**config.mk**
```make
export PLATFORM = sky130hd
export DESIGN_NAME = dacfe_top
export DESIGN_NICKNAME = d
export VERILOG_FILES = /design/src/rtl/dacfe_pkg.sv /design/src/rtl/dacfe_regs.sv /design/src/rtl/dacfe_align.sv /design/src/rtl/dacfe_trig.sv /design/src/rtl/dacfe_top.sv
export SDC_FILE = /design/constraint.sdc
export NUM_CORES = 1
export LEC_CHECK = 0
export BUFFER_PORTS_ARGS = -buffer_cell sky130_fd_sc_hd__buf_2
export CAP_MARGIN = 20
export CORE_ASPECT_RATIO = 1.1
export CORE_MARGIN = 2
export CORE_UTILIZATION = 55
export DETAILED_ROUTE_END_ITERATION = 8
export PLACE_DENSITY = 0.79
export SYNTH_ARGS = -nofsm -noshare
export SYNTH_HDL_FRONTEND = slang
export SYNTH_HIERARCHICAL = 1
export SYNTH_SLANG_ARGS = --single-unit
```
**constraint.sdc**
```tcl
create_clock -name clk -period 1.34 [get_ports clk]
set_input_delay 0.067 -clock clk [delete_from_list [all_inputs] [get_ports clk]]
set_output_delay 0.067 -clock clk [all_outputs]
set_load 0.02 [all_outputs]
```
**src/rtl/dacfe_pkg.sv**
```systemverilog
package dacfe_pkg;

  typedef enum logic [1:0] {
    SEL_LO   = 2'd0,
    SEL_HI   = 2'd1,
    SEL_CTRL = 2'd2,
    SEL_NONE = 2'd3
  } reg_sel_e;

  typedef enum logic [1:0] {
    UPD_HIWR  = 2'd0,
    UPD_OVF_A = 2'd1,
    UPD_OVF_B = 2'd2,
    UPD_OVF_C = 2'd3
  } upd_src_e;

  typedef struct packed {
    logic       en;
    upd_src_e   src;
    logic [2:0] fmt;
  } ctrl_t;

  localparam int CTRL_EN_BIT = 7;

endpackage

```
**src/rtl/dacfe_regs.sv**
```systemverilog
module dacfe_regs
  import dacfe_pkg::*;
#(
  parameter int BYTE_W = 8
) (
  input  logic              clk,
  input  logic              srst_n,
  input  logic              wr_en,
  input  reg_sel_e          sel,
  input  logic [BYTE_W-1:0] wdata,
  output logic [BYTE_W-1:0] lo_q,
  output logic [BYTE_W-1:0] hi_q,
  output ctrl_t             ctrl_q,
  output logic              hi_wr,
  output logic [BYTE_W-1:0] rdata
);

  logic              lo_ce, hi_ce, ctrl_ce;
  logic [BYTE_W-1:0] lo_d, hi_d;
  ctrl_t             ctrl_d;

  always_comb begin
    lo_ce   = wr_en && (sel == SEL_LO);
    hi_ce   = wr_en && (sel == SEL_HI);
    ctrl_ce = wr_en && (sel == SEL_CTRL);
    lo_d    = lo_ce ? wdata : lo_q;
    hi_d    = hi_ce ? wdata : hi_q;
    ctrl_d  = ctrl_q;
    if (ctrl_ce) begin
      ctrl_d.en  = wdata[CTRL_EN_BIT];
      ctrl_d.src = upd_src_e'(wdata[4:3]);
      ctrl_d.fmt = wdata[2:0];
    end
  end

  always_ff @(posedge clk or negedge srst_n) begin
    if (!srst_n) begin
      lo_q   <= '0;
      hi_q   <= '0;
      ctrl_q <= '0;
    end else begin
      lo_q   <= lo_d;
      hi_q   <= hi_d;
      ctrl_q <= ctrl_d;
    end
  end

  assign hi_wr = hi_ce;

  always_comb begin
    rdata = '0;
    unique case (sel)
      SEL_LO:   rdata = lo_q;
      SEL_HI:   rdata = hi_q;
      SEL_CTRL: begin
        rdata[CTRL_EN_BIT] = ctrl_q.en;
        rdata[4:3]         = ctrl_q.src;
        rdata[2:0]         = ctrl_q.fmt;
      end
      default:  rdata = '0;
    endcase
  end

endmodule

```
**src/rtl/dacfe_align.sv**
```systemverilog
module dacfe_align #(
  parameter int BYTE_W = 8,
  parameter int CODE_W = 12
) (
  input  logic [BYTE_W-1:0] hi_byte,
  input  logic [BYTE_W-1:0] lo_byte,
  input  logic [2:0]        fmt,
  output logic [CODE_W-1:0] code
);

  localparam int WORD_W = 2 * BYTE_W;
  localparam int MAX_SH = WORD_W - CODE_W;

  logic [WORD_W-1:0] word;
  logic [CODE_W-1:0] cand [MAX_SH+1];
  int unsigned       sh;

  assign word = {hi_byte, lo_byte};

  for (genvar s = 0; s <= MAX_SH; s++) begin : g_shift
    assign cand[s] = word[s +: CODE_W];
  end

  always_comb begin
    if (fmt[2]) sh = MAX_SH;
    else if (int'(fmt[1:0]) > MAX_SH) sh = MAX_SH;
    else sh = int'(fmt[1:0]);
    code = cand[sh];
  end

endmodule

```
**src/rtl/dacfe_trig.sv**
```systemverilog
module dacfe_trig
  import dacfe_pkg::*;
#(
  parameter int N_OVF = 3
) (
  input  upd_src_e         src,
  input  logic             hi_wr,
  input  logic [N_OVF-1:0] ovf,
  output logic             fire
);

  logic [N_OVF-1:0] hit;

  for (genvar i = 0; i < N_OVF; i++) begin : g_ovf
    assign hit[i] = ovf[i] && (int'(src) == i + 1);
  end

  assign fire = (|hit) || ((src == UPD_HIWR) && hi_wr);

endmodule

```
**src/rtl/dacfe_top.sv**
```systemverilog
module dacfe_top
  import dacfe_pkg::*;
#(
  parameter int BYTE_W = 8,
  parameter int CODE_W = 12,
  parameter int N_OVF  = 3
) (
  input  logic              clk,
  input  logic              rst_n,
  input  logic              bus_we,
  input  logic [1:0]        bus_sel,
  input  logic [BYTE_W-1:0] bus_wdata,
  output logic [BYTE_W-1:0] bus_rdata,
  input  logic [N_OVF-1:0]  tmr_ovf,
  output logic [CODE_W-1:0] dac_code,
  output logic              dac_shdn
);

  logic [1:0] rst_pipe;
  logic       srst_n;

  always_ff @(posedge clk or negedge rst_n) begin
    if (!rst_n) rst_pipe <= 2'b00;
    else        rst_pipe <= {rst_pipe[0], 1'b1};
  end
  assign srst_n = rst_pipe[1];

  logic [BYTE_W-1:0] lo_q, hi_q, hi_src;
  ctrl_t             ctrl_q;
  logic              hi_wr, fire;
  logic [CODE_W-1:0] aligned, code_d, code_q;

  dacfe_regs #(.BYTE_W(BYTE_W)) u_regs (
    .clk    (clk),
    .srst_n (srst_n),
    .wr_en  (bus_we),
    .sel    (reg_sel_e'(bus_sel)),
    .wdata  (bus_wdata),
    .lo_q   (lo_q),
    .hi_q   (hi_q),
    .ctrl_q (ctrl_q),
    .hi_wr  (hi_wr),
    .rdata  (bus_rdata)
  );

  assign hi_src = hi_wr ? bus_wdata : hi_q;

  dacfe_align #(.BYTE_W(BYTE_W), .CODE_W(CODE_W)) u_align (
    .hi_byte (hi_src),
    .lo_byte (lo_q),
    .fmt     (ctrl_q.fmt),
    .code    (aligned)
  );

  dacfe_trig #(.N_OVF(N_OVF)) u_trig (
    .src   (ctrl_q.src),
    .hi_wr (hi_wr),
    .ovf   (tmr_ovf),
    .fire  (fire)
  );

  always_comb begin
    code_d = fire ? aligned : code_q;
  end

  always_ff @(posedge clk or negedge srst_n) begin
    if (!srst_n) code_q <= '0;
    else         code_q <= code_d;
  end

  assign dac_code = code_q;
  assign dac_shdn = !ctrl_q.en;

endmodule

```
Word level (Yosys, flattened, before mapping)
Cells that the tools add are included.
{ "word_totals": {"register_bits": 36, "word_cells": 34, "out_inout_bits": 21} }
{ "op_classes": {"magnitude_cmp": 1, "n_mux": 8, "bitwise": 1, "reduce_logical": 12, "n_eq_ne": 5} }
{ "op_table": {"columns": ["operator", "n"], "rows": [
  ["$bmux 12 s3", 1],
  ["$ge 33x4->1 const B", 1],
  ["$not 3->33", 1],
  ["$mux 12", 2],
  ["$pmux 5 s3", 1],
  ["$mux 8", 1],
  ["$logic_and 1x1->1", 7],
  ["$eq 2x2->1 const B", 3],
  ["$eq 2x1->1 const B", 2],
  ["$logic_not 2->1", 2],
  ["$pmux 2 s2", 1],
  ["$mux 3", 1],
  ["$pmux 1 s3", 1],
  ["$reduce_or 3->1", 1],
  ["$logic_not 1->1", 1],
  ["$logic_or 1x1->1", 1]
]} }

Logic depth before layout (Yosys ltp)
Gate-level depths: netlist (run 1).
{ "logic_depth": {"depth_word": 6, "mapped_depth": 8, "depth_no_buf": 6} }

Modules after synthesis
The synthesis (run 1) kept the hierarchy.
{ "by_module_without_submodules": {"columns": ["mod", "area_per_inst_um2", "n_inst", "seq_area_each_um2", "cells_per_inst"], "rows": [
  ["dacfe_regs", 1017.2, 1, 550.5, 67],
  ["dacfe_top", 643.1, 1, 350.3, 38],
  ["dacfe_align", 349.1, 1, 0.0, 44],
  ["dacfe_trig", 22.5, 1, 0.0, 1]
]} }

Worst setup path after synthesis (run 1)
OpenSTA, ideal clock, no wires.
{ "synth_path": {"path_type": "input -> register", "startpoint": "input port bus_sel[0]", "endpoint": "register code_q[8] (netlist: dac_code[8])", "arrival_time_ns": 1.443, "required_ns": 1.215, "stages": 8, "path_slack_ns": -0.229, "path_cell_list": "buf_4 nand3b_4 inv_1 buf_6 mux2_2 mux2i_1 a222oi_1 mux2_4"} }
{ "synth_between": {"elab_chain_len": 6, "elab_cells_between_ends": 8, "cone_classes": "1 x eq/ne; 4 x mux; 3 x reduce/logical"} }
{ "synth_lines": {"columns": ["item", "line_no", "text"], "rows": [
  ["start: declaration", "dacfe_top.sv:11", "input logic [1:0] bus_sel,"],
  ["$eq 2x1->1", "dacfe_regs.sv:24", "hi_ce = wr_en && (sel == SEL_HI);"],
  ["$logic_and 1x1->1", "dacfe_regs.sv:24", null],
  ["named net hi_wr", "dacfe_top.sv:30", "logic hi_wr, fire;"],
  ["$mux 8", null, null],
  ["named net hi_src[3]", "dacfe_top.sv:28", "logic [BYTE_W-1:0] lo_q, hi_q, hi_src;"],
  ["$bmux 12 s3", "dacfe_align.sv:28", "code = cand[sh];"],
  ["$mux 12 (implied by the code) (2 in a row)", "dacfe_align.sv:28", null],
  ["named net aligned[8]", "dacfe_top.sv:31", "logic [CODE_W-1:0] aligned, code_d, code_q;"],
  ["end signal: assignment", "dacfe_top.sv:68", "else code_q <= code_d;"],
  ["end: declaration", "dacfe_top.sv:31", null]
]} }
The timed path passes the listed nets, and every way through them passes these cells. The select of a mux whose other input is x is not followed.
A chain may end at the register's enable or synchronous reset.

Final worst setup path (run 1)
{ "layout_path": {"startpoint": "register u_regs/ctrl_q[3] (netlist name)", "endpoint": "register code_q[0] (netlist: dac_code[0])"} }
{ "layout_between": {"elab_chain_len": 4, "elab_cells_between_ends": 10, "cone_classes": "3 x eq/ne; 7 x reduce/logical"} }
{ "layout_lines": {"columns": ["item", "line_no", "text"], "rows": [
  ["$eq 2x2->1 or $eq 2x1->1 (tied branches)", "dacfe_trig.sv:15", "assign hit[i] = ovf[i] && (int'(src) == i + 1);"],
  ["$logic_and 1x1->1", "dacfe_trig.sv:15", null],
  ["$reduce_or 3->1", "dacfe_trig.sv:18", "assign fire = (|hit) || ((src == UPD_HIWR) && hi_wr);"],
  ["$logic_or 1x1->1 *", "dacfe_trig.sv:18", null],
  ["named net fire", "dacfe_top.sv:30", null]
]} }
The timed path passes the listed nets; every way through them passes the cells marked *.

==> results of run 1 <==
-- Yosys cell counts, drive strengths merged --
cell type	number	area, sq um
nor2b	2	12.5
mux2i	21	210
a222oi	12	120
nand3b	2	31.3
nor2	3	11.3
inv	14	52.6
clkbuf	2	7.51
conb	1	3.75
o2bb2ai	6	52.6
dfrtp	36	901
buf	7	77.6
mux2	42	510
nor3b	1	18.8
mux4	1	22.5
-- final cells by class --
class	instances	area, sq um	share of cell area
flip-flops and latches	36	901	0.357
clock buffers	8	90.1	0.0357
repair buffers	59	402	0.159
inverters	14	52.6	0.0208
well taps	50	62.6	0.0248
multi-input cells	91	1020	0.403
-- where the power goes --
part           internal (mW)  switching, mW
clock                  0.419          0.356
sequential              1.40          0.225
combinational          0.978          0.914
total                   2.80           1.50
-- flip-flops by register name (all words and copies together) (netlist names) --
register / cells
u_regs/lo_q: 8
u_regs/ctrl_q: 6
rst_pipe: 2
u_regs/hi_q: 8
dac_code: 12
-- through the flow --
stage           util  TNS, ns
6_report       0.702    -1.74
5_1_grt        0.702    -2.34
4_1_cts        0.698    -1.81
3_5_place_dp   0.669    -3.10
3_3_place_gp   0.669    -2.45
2_1_floorplan      -    -1.63
-- repair_timing --
| item | CTS | global route |
|---|---|---|
| pin swaps | 0 | 1 |
| setup endpoints to repair | 12 | 14 |
| endpoints found under the hold margin | 2 | 0 |
| setup buffers | 0 | 1 |
| gates resized for setup | 1 | 3 |
| hold buffers | 1 | 0 |
-- cells by family after synthesis --
kind of cell / count (synthesis) / share of synthesized area
multiplexers: 64 / 0.366
flip-flops: 36 / 0.443
buffers and inverters: 23 / 0.0677
AO/OA/AOI/OAI: 18 / 0.0850
AND/OR/NAND/NOR: 8 / 0.0363
other: 1 / 0.00185
-- worst min-delay path by stage --
stage	startpoint	endpoint	slack, ns
final	bus_wdata[6]	u_regs/hi_q[6]$_DFFE_PN0P_	0.06
after global routing	bus_wdata[6]	u_regs/lo_q[6]$_DFFE_PN0P_	0.06
after CTS	bus_wdata[6]	u_regs/lo_q[6]$_DFFE_PN0P_	0.05
after global placement	rst_n	rst_pipe[1]$_DFF_PN0_	-0.15
after floorplan	rst_n	rst_pipe[0]$_DFF_PN0_	-0.23
after detailed placement	rst_n	rst_pipe[1]$_DFF_PN0_	-0.15
-- layer usage --
layer,up-vias,share of wire,global-route usage
li1,678,-,-
met1,734,0.41,0.306
met2,67,0.52,0.396
met3,8,0.063,0.0632
met4,0,0.012,0.0612
met5,-,0,0
==> summary.txt, run 1 <==
Outcome
  • Status: finished, violations left
  • Failing checks: setup timing

Worst setup path
  • Crit path capture: dac_code[0]$_DFFE_PN0P_
  • Reg2reg end: dac_code[0]$_DFFE_PN0P_
  • Crit-path slowest cell: mux4_2
  • CP startpoint kind: register
  • Setup crit end kind: register
  • Crit path buf inv count: 1
  • Largest stage delay, worst path: 0.54 ns
  • CP max FO: 12
  • Flop-to-flop setup slack: -0.15 ns
  • Reg2Reg Depth: 3
  • Worst Setup SP: u_regs/ctrl_q[3]$_DFFE_PN0P_
  • WP data arrival: 1.66 ns
  • Crit path depth: 3
  • Delay-heaviest family, CP: multiplexers
  • Worst path required time: 1.51 ns
  • RR Startpoint: u_regs/ctrl_q[3]$_DFFE_PN0P_
  • Crit path kind: reg2reg
  • CP cell instances: mux4_2 -> buf_12 -> mux2_4

Synthesis
  • Syn. warnings: 6
  • Syn Nets: 166
  • Register bit total from synthesis: 36
  • Synth unique cells: 19
  • Register area share after synthesis: 0.443
  • Synth Area per Inst: 13.5 sq um
  • Gate Count Post-Synth: 150
  • Post-Syn Area: 2030 sq um

Floorplanning
  • Core Area: 3600 sq um
  • Row count: 23
  • I/O pin count: 37
  • Die ar.: 4200 sq um
  • Chip width: 62.0 um
  • Chip height: 67.8 um
  • Initial core utilization: 0.565

Global route
  • First-pass GRT wire length: 7.32 mm
  • GRT Util Overall: 0.239
  • Vias in the first global route: 1458
  • Largest net degree at the start of global routing: 35
  • Total congestion overflow: 0
  • Antenna violations before repair: 0

Timing
  • Fin crit share: 1.11
  • Fin worst setup slack: -0.149 ns
  • Clock Skews: 0.00261 ns
  • Fin. Hold Viols: 0
  • Finish-stage setup viols: 12
  • Tmin final: 1.49 ns
  • Hold Slack: 0.0563 ns
  • Final count of pins violating max slew: 0
  • Max Clk Rate: 672 MHz
  • RSZ-0062 raised after global routing: yes

Placement
  • Placer congestion estimate: 0.894
  • Dpl cell area: 2410 sq um
  • I/O Buffers: 36
  • Placed Cells: 248
  • Post-DP HPWL: 3.27 mm
  • Post-place setup slack: -0.285 ns

Finish
  • Non-Filler Instances: 258
  • Ant diodes: 0
  • Commonest non-fill, non-tap cells in the layout: 36 x dfrtp_1, 34 x buf_2, 26 x mux2_2
  • Final nets: 223
  • Commonest non-fill, non-tap cell in the layout: dfrtp_1
  • Area Growth Syn to Fin: 24.3%
  • Fill cell count: 262
  • Design Area, Final: 2530 sq um
  • Layout cells sized above 1: 0.538

Clock tree
  • Root buffer cell: clkbuf_8
  • CTS tree: done
  • # clock sinks: 36
  • H-tree levels: 2
  • CTS max path bufs: 2
  • Clock buffer count from CTS: 5
  • Worst-skew pair later-pin latency: 0.28 ns
  • Reg clk slew, reported paths: 0.07 ns

Route
  • Initial DRT Pass Iterations: 6
  • Residual DRC: 0
  • Vias/cell: 5.76
  • Final ANT Viol Nets: 0
  • Final Routed Wirelength: 4.45 mm
  • DR iter-0 viols: 129
  • Routed wire per std cell: 17.2 um
  • Via count: 1487

Pwr
  • Overall Power: 4.30 mW
  • PwrDens: 1700 nW/um^2
  • Leakage: 1.24 nW
  • Max VDD drop: 0.000891 V

Worst hold path
  • Min-Delay Path Depth: 2
  • Worst min path class: in2reg

Job
  • Max Cap Violations: 0
Note: power is estimated with default switching activity, not from simulation.
==> inputs of run 2 (changes only) <==
Settings changed: BUFFER_PORTS_ARGS -buffer_cell sky130_fd_sc_hd__buf_2 to -buffer_cell sky130_fd_sc_hd__buf_4, GPL_ROUTABILITY_DRIVEN set to 0, PLACE_DENSITY 0.79 to 0.9.
==> run 2 against run 1 <==
The run still ends with setup timing left. Total power grew 5.8%. Clock power grew 8.5%. Maximum frequency is 1.1% lower. Cell count stayed put. Worst setup slack worse by 0.017 ns. Worst hold slack lost 0.025 ns. Non-clock buffer count rose by 1. Register-to-register slack worse by 0.02 ns. Sequential share of layout area fell by 1.4 points. Critical endpoint is now dac_code[1]$_DFFE_PN0P_.
==> summary.txt, run 2 (synthesis results as in run 1) <==
Worst hold path
  • Min-Delay Path Depth: 2 (unchanged)
  • WHS Endpoint: u_regs/hi_q[3]$_DFFE_PN0P_
  • Worst min path class: in2reg
  • HP Start: bus_wdata[3]

Placement
  • Placed Cells: 246 (-0.81%)
  • Post-DP HPWL: 3.49 mm (+6.8%)
  • Post-place setup slack: -0.301 ns (-0.0156 ns)
  • I/O Buffers: 36 (unchanged)

Finish
  • Final nets: 224 (+0.45%)
  • Layout cells sized above 1: 0.548 (+0.00962)
  • Commonest non-fill, non-tap cells in the layout: 54 x buf_4, 36 x dfrtp_1, 26 x mux2_2
  • Commonest non-fill, non-tap cell in the layout: buf_4
  • Fill cell count: 240 (-8.4%)
  • Ant diodes: 0 (unchanged)
  • Non-Filler Instances: 258 (unchanged)
  • Max FFs per register: 12 (unchanged)
  • Area Growth Syn to Fin: 29.4%

Floorplanning
  • Chip width: 62.0 um (unchanged)
  • Initial core utilization: 0.565 (unchanged)
  • Chip height: 67.8 um (unchanged)
  • Die ar.: 4200 sq um (unchanged)
  • Row count: 23 (unchanged)
  • Core Area: 3600 sq um (unchanged)
  • I/O pin count: 37 (unchanged)

Route
  • Final ANT Viol Nets: 0 (unchanged)
  • Routed wire per std cell: 18.7 um (+8.6%)
  • Initial DRT Pass Iterations: 8 (+2)
  • Via count: 1500 (+0.87%)
  • DR iter-0 viols: 137 (+6.2%)
  • Residual DRC: 0 (unchanged)
  • Vias/cell: 5.81 (+0.87%)
  • Final Routed Wirelength: 4.83 mm (+8.6%)

Pwr
  • Max VDD drop: 0.000952 V (+6.9%)
  • Overall Power: 4.55 mW (+5.8%)
  • Leakage: 1.28 nW (+3.1%)
  • PwrDens: 1730 nW/um^2 (+1.7%)

Worst setup path
  • Setup crit end kind: register
  • CP startpoint kind: register
  • CP max FO: 12 (unchanged)
  • Reg2reg end: dac_code[1]$_DFFE_PN0P_
  • Crit path kind: reg2reg
  • Worst path required time: 1.52 ns (about the same)
  • Flop-to-flop setup slack: -0.17 ns (-0.02 ns)
  • WP data arrival: 1.69 ns (+0.03 ns)
  • Reg2Reg Depth: 3 (unchanged)
  • RR Startpoint: u_regs/ctrl_q[3]$_DFFE_PN0P_

Clock tree
  • # clock sinks: 36 (unchanged)
  • Reg clk slew, reported paths: 0.07 ns (about the same)
  • CTS tree: done
  • Root buffer cell: clkbuf_8
  • CTS max path bufs: 2 (unchanged)
  • Worst-skew pair later-pin latency: 0.30 ns (+0.02 ns)
  • H-tree levels: 2 (unchanged)
  • Clock buffer count from CTS: 5 (unchanged)

Timing
  • Fin crit share: 1.12 (+0.0125)
  • Finish-stage setup viols: 12 (unchanged)
  • Final count of pins violating max slew: 0 (unchanged)
  • Clock Skews: 0.00493 ns (+0.00232 ns)
  • Fin. Hold Viols: 0 (unchanged)
  • Max Clk Rate: 664 MHz (-1.1%)
  • RSZ-0062 raised after global routing: yes
  • Tmin final: 1.51 ns (+0.0168 ns)
  • Fin worst setup slack: -0.166 ns (-0.0168 ns)
  • Final setup TNS: -1.85 ns (-0.112 ns)

Global route
  • GRT Util Overall: 0.251 (+0.0115)
  • Vias in the first global route: 1556 (+6.7%)
  • Antenna violations before repair: 0 (unchanged)
  • First-pass GRT wire length: 7.47 mm (+2.1%)
  • Total congestion overflow: 0 (unchanged)
  • Largest net degree at the start of global routing: 35 (unchanged)

Outcome
  • Failing checks: setup timing
  • Status: finished, violations left

Job
  • Max Cap Violations: 0 (unchanged)
run 2: cell count changes in the layout (fill, tap and decap cells not counted), sizes merged:
cell / delta
buf: +1
clkbuf: -1
run 2: worst max path at each step:
stage / slack, ns / startpoint / cells after the start / to
2_1_floorplan: -0.14 / u_regs/ctrl_q[3]$_DFFE_PN0P_ / 3 / dac_code[0]$_DFFE_PN0P_
3_3_place_gp: -0.26 / bus_sel[1] / 7 / dac_code[8]$_DFFE_PN0P_
3_5_place_dp: -0.30 / bus_sel[1] / 7 / dac_code[5]$_DFFE_PN0P_
4_1_cts: -0.17 / u_regs/ctrl_q[3]$_DFFE_PN0P_ / 3 / dac_code[1]$_DFFE_PN0P_
5_1_grt: -0.21 / u_regs/ctrl_q[3]$_DFFE_PN0P_ / 3 / dac_code[8]$_DFFE_PN0P_
6_report: -0.17 / u_regs/ctrl_q[3]$_DFFE_PN0P_ / 3 / dac_code[1]$_DFFE_PN0P_
run 2: what timing repair did:
item	in CTS	in global routing
hold buffers	1	0
setup endpoints to repair	12	15
pin swaps	0	2
setup buffers	1	3
cloned	0	0
hold endpoints to repair	2	0
resized for setup	2	1
run 2: per-stage QoR:
| step | cell area, sq um | util | hold slack (ns) |
|---|---|---|---|
| 2_1_floorplan | 2070 | - | -0.229 |
| 3_3_place_gp | 2470 | 0.687 | -0.150 |
| 3_5_place_dp | 2470 | 0.687 | -0.149 |
| 4_1_cts | 2600 | 0.723 | 0.0314 |
| 5_1_grt | 2630 | 0.731 | 0.0338 |
| 6_report | 2630 | 0.731 | 0.0316 |
run 2: cell type report:
class,instances,area [sq um],share of cell area
Sequential cell,36,901,0.343
Clock buffer,7,96.3,0.0366
Timing Repair Buffer,60,498,0.189
Multi-Input combinational cell,91,1020,0.387
Tap cell,50,62.6,0.0238
Inverter,14,52.6,0.0200
run 2: where the power goes:
| group | internal (mW) | switching [mW] | leakage [nW] |
|---|---|---|---|
| logic | 1.13 | 0.946 | 0.807 |
| clock network | 0.458 | 0.384 | 0.0503 |
| registers | 1.40 | 0.226 | 0.421 |
run 2: layer usage:
metal	part of all wire	global-route usage
met4	0.017	0.0904
met3	0.064	0.0651
met2	0.54	0.443
met1	0.38	0.284
met5	0	0
run 2: worst max-delay path, cell delays in order (launching register included):
cell     delay [ns]
dfrtp_1        0.38
mux4_2         0.54
buf_12         0.17
mux2_4         0.30
==> inputs of run 3 (changes only) <==
Settings changed: RECOVER_POWER set to 100.
==> run 3 against run 2 <==
The run still ends with setup timing left. Clock-buffer cell count is the same. Sequential power is essentially flat. Worst setup slack gained 0.0019 ns. Sequential share of layout area grew 1.5 points. Sequential cell count is the same. Die area is the same. Clock skew shrank 0.00065 ns. Via count shrank 0.33%. Global-route usage is the same. Clock power shrank 1%. Maximum frequency grew 0.13%. Worst hold slack gained 0.0052 ns.
==> summary.txt, run 3 (synthesis results as in run 1) <==
Worst setup path
  • CP startpoint kind: register
  • Reg2reg end: dac_code[1]$_DFFE_PN0P_
  • Crit path buf inv count: 1 (unchanged)
  • CP max FO: 12 (unchanged)
  • Largest stage delay, worst path: 0.54 ns (about the same)
  • Flop-to-flop setup slack: -0.16 ns (about the same)
  • Setup crit end kind: register
  • Crit-path slowest cell: mux4_2
  • Crit path capture: dac_code[1]$_DFFE_PN0P_
  • Crit path depth: 3 (unchanged)
  • Reg2Reg Depth: 3 (unchanged)
  • Worst Setup SP: u_regs/ctrl_q[3]$_DFFE_PN0P_
  • Crit path kind: reg2reg
  • Worst path required time: 1.52 ns (about the same)
  • RR Startpoint: u_regs/ctrl_q[3]$_DFFE_PN0P_
  • Delay-heaviest family, CP: multiplexers
  • CP cell instances: mux4_2 -> buf_12 -> mux2_4
  • WP data arrival: 1.68 ns (about the same)

Pwr
  • Leakage: 1.20 nW (-6.4%)
  • Max VDD drop: 0.000916 V (-3.8%)
  • PwrDens: 1720 nW/um^2 (-0.53%)

Finish
  • Commonest non-fill, non-tap cell in the layout: dfrtp_1
  • Area Growth Syn to Fin: 24.1%
  • FF/Latch Area: 901 sq um (unchanged)
  • Fill cell count: 265 (+10%)
  • Commonest non-fill, non-tap cells in the layout: 36 x dfrtp_1, 28 x buf_4, 26 x mux2_2
  • Final nets: 224 (unchanged)
  • Non-Filler Instances: 258 (unchanged)
  • Ant diodes: 0 (unchanged)
  • Max FFs per register: 12 (unchanged)
  • Layout cells sized above 1: 0.452 (-0.0962)
  • Area of the multi-input gates: 1000 sq um (-1.5%)

Route
  • DRT met1 WL: 1.85 mm (about the same)
  • Final ANT Viol Nets: 0 (unchanged)
  • Residual DRC: 0 (unchanged)
  • DR iter-0 viols: 144 (+5.1%)
  • Via count: 1495 (-0.33%)
  • Vias/cell: 5.79 (-0.33%)
  • Metal3 WL: 292 um (-5.5%)
  • Routed wl met2: 2.58 mm (-0.19%)
  • Top Metal Used: met4
  • Initial DRT Pass Iterations: 6 (-2)
  • Final Routed Wirelength: 4.79 mm (-0.83%)
  • Routed wire per std cell: 18.6 um (-0.83%)

Job
  • Max Cap Violations: 0 (unchanged)

Clock tree
  • Reg clk slew, reported paths: 0.07 ns (about the same)
  • # clock sinks: 36 (unchanged)
  • H-tree levels: 2 (unchanged)
  • CTS max path bufs: 2 (unchanged)
  • CTS tree: done
  • Root buffer cell: clkbuf_8
  • Worst-skew pair later-pin latency: 0.29 ns (about the same)
  • Clock buffer count from CTS: 5 (unchanged)

Floorplanning
  • Initial core utilization: 0.565 (unchanged)
  • Die ar.: 4200 sq um (unchanged)
  • Core Area: 3600 sq um (unchanged)
  • Chip height: 67.8 um (unchanged)
  • Row count: 23 (unchanged)
  • I/O pin count: 37 (unchanged)
  • Chip width: 62.0 um (unchanged)

Global route
  • Antenna violations before repair: 0 (unchanged)
  • Largest net degree at the start of global routing: 35 (unchanged)
  • GRT Util Overall: 0.251 (unchanged)
  • Total congestion overflow: 0 (unchanged)
  • First-pass GRT wire length: 7.47 mm (unchanged)
  • Vias in the first global route: 1556 (unchanged)

Timing
  • Final count of pins violating max slew: 0 (unchanged)
  • Fin worst setup slack: -0.164 ns (+0.00192 ns)
  • RSZ-0062 raised after global routing: yes
  • Fin crit share: 1.12 (-0.00143)
  • Finish-stage setup viols: 13 (+1)
  • Clock Skews: 0.00428 ns (-0.000650 ns)
  • Fin. Hold Viols: 0 (unchanged)
  • Hold Slack: 0.0368 ns (+0.00517 ns)
  • Worst Max-Slew Pin Slew: 0.833 ns
  • Tmin final: 1.50 ns (-0.00192 ns)
  • Rel. slew slack: 0.445
  • Max Clk Rate: 665 MHz (+0.13%)

Outcome
  • Status: finished, violations left
  • Failing checks: setup timing

Placement
  • Placed Cells: 246 (unchanged)
  • I/O Buffers: 36 (unchanged)
  • Post-DP HPWL: 3.49 mm (unchanged)

Worst hold path
  • HP Start: bus_wdata[3]
  • Worst min path class: in2reg
## run 3: what timing repair did
item,CTS,global route
setup buffers,1,3
pin swaps,0,2
hold endpoints to repair,2,0
endpoints found under the setup margin,12,15
hold buffers,1,0
gates resized for setup,2,1
## run 3: worst register-to-register path, cell delays in order, from the launching register on
cell and delay, ns:
dfrtp_1 0.38, mux4_2 0.54, buf_12 0.17, mux2_4 0.30
## run 3: area by class of cell
type	instances	area share
clock buffer	7	0.0382
inverter	14	0.0208
multi-input combinational	91	0.398
sequential	36	0.357
tap	50	0.0248
timing repair buffer	60	0.161
## run 3: stage by stage
step / utilization / power [mW] / area, sq um / setup TNS (ns) / setup slack (ns)
after global routing: 0.701 / 4.60 / 2520 / -2.96 / -0.210
after detailed placement: 0.687 / 3.63 / 2470 / -3.11 / -0.301
final: 0.701 / 4.34 / 2520 / -1.83 / -0.164
after CTS: 0.723 / 4.51 / 2600 / -1.89 / -0.170
after global placement: 0.687 / 3.54 / 2470 / -2.78 / -0.261
after floorplan: - / 2.92 / 2070 / -1.63 / -0.140
## run 3: power breakdown
part / switching, mW / total, mW / internal [mW]
clock: 0.376 / 0.833 / 0.458
sequential: 0.220 / 1.62 / 1.40
combinational: 0.941 / 1.88 / 0.940
## run 3: how the worst min path moves through the flow
| stage | endpoint | slack, ns | cells after the start |
|---|---|---|---|
| global route | u_regs/lo_q[2]$_DFFE_PN0P_ | 0.03 | 2 |
| global placement | rst_pipe[0]$_DFF_PN0_ | -0.15 | 1 |
| CTS | u_regs/hi_q[3]$_DFFE_PN0P_ | 0.03 | 2 |
| detailed placement | rst_pipe[0]$_DFF_PN0_ | -0.15 | 1 |
| finish | u_regs/hi_q[3]$_DFFE_PN0P_ | 0.04 | 2 |
| floorplan | rst_pipe[0]$_DFF_PN0_ | -0.23 | 0 |
## run 3: per-layer routing
metal	track usage	up-vias
met5	0	-
met4	0.0904	0
met3	0.0651	7
met2	0.443	62
met1	0.284	750
li1	-	676
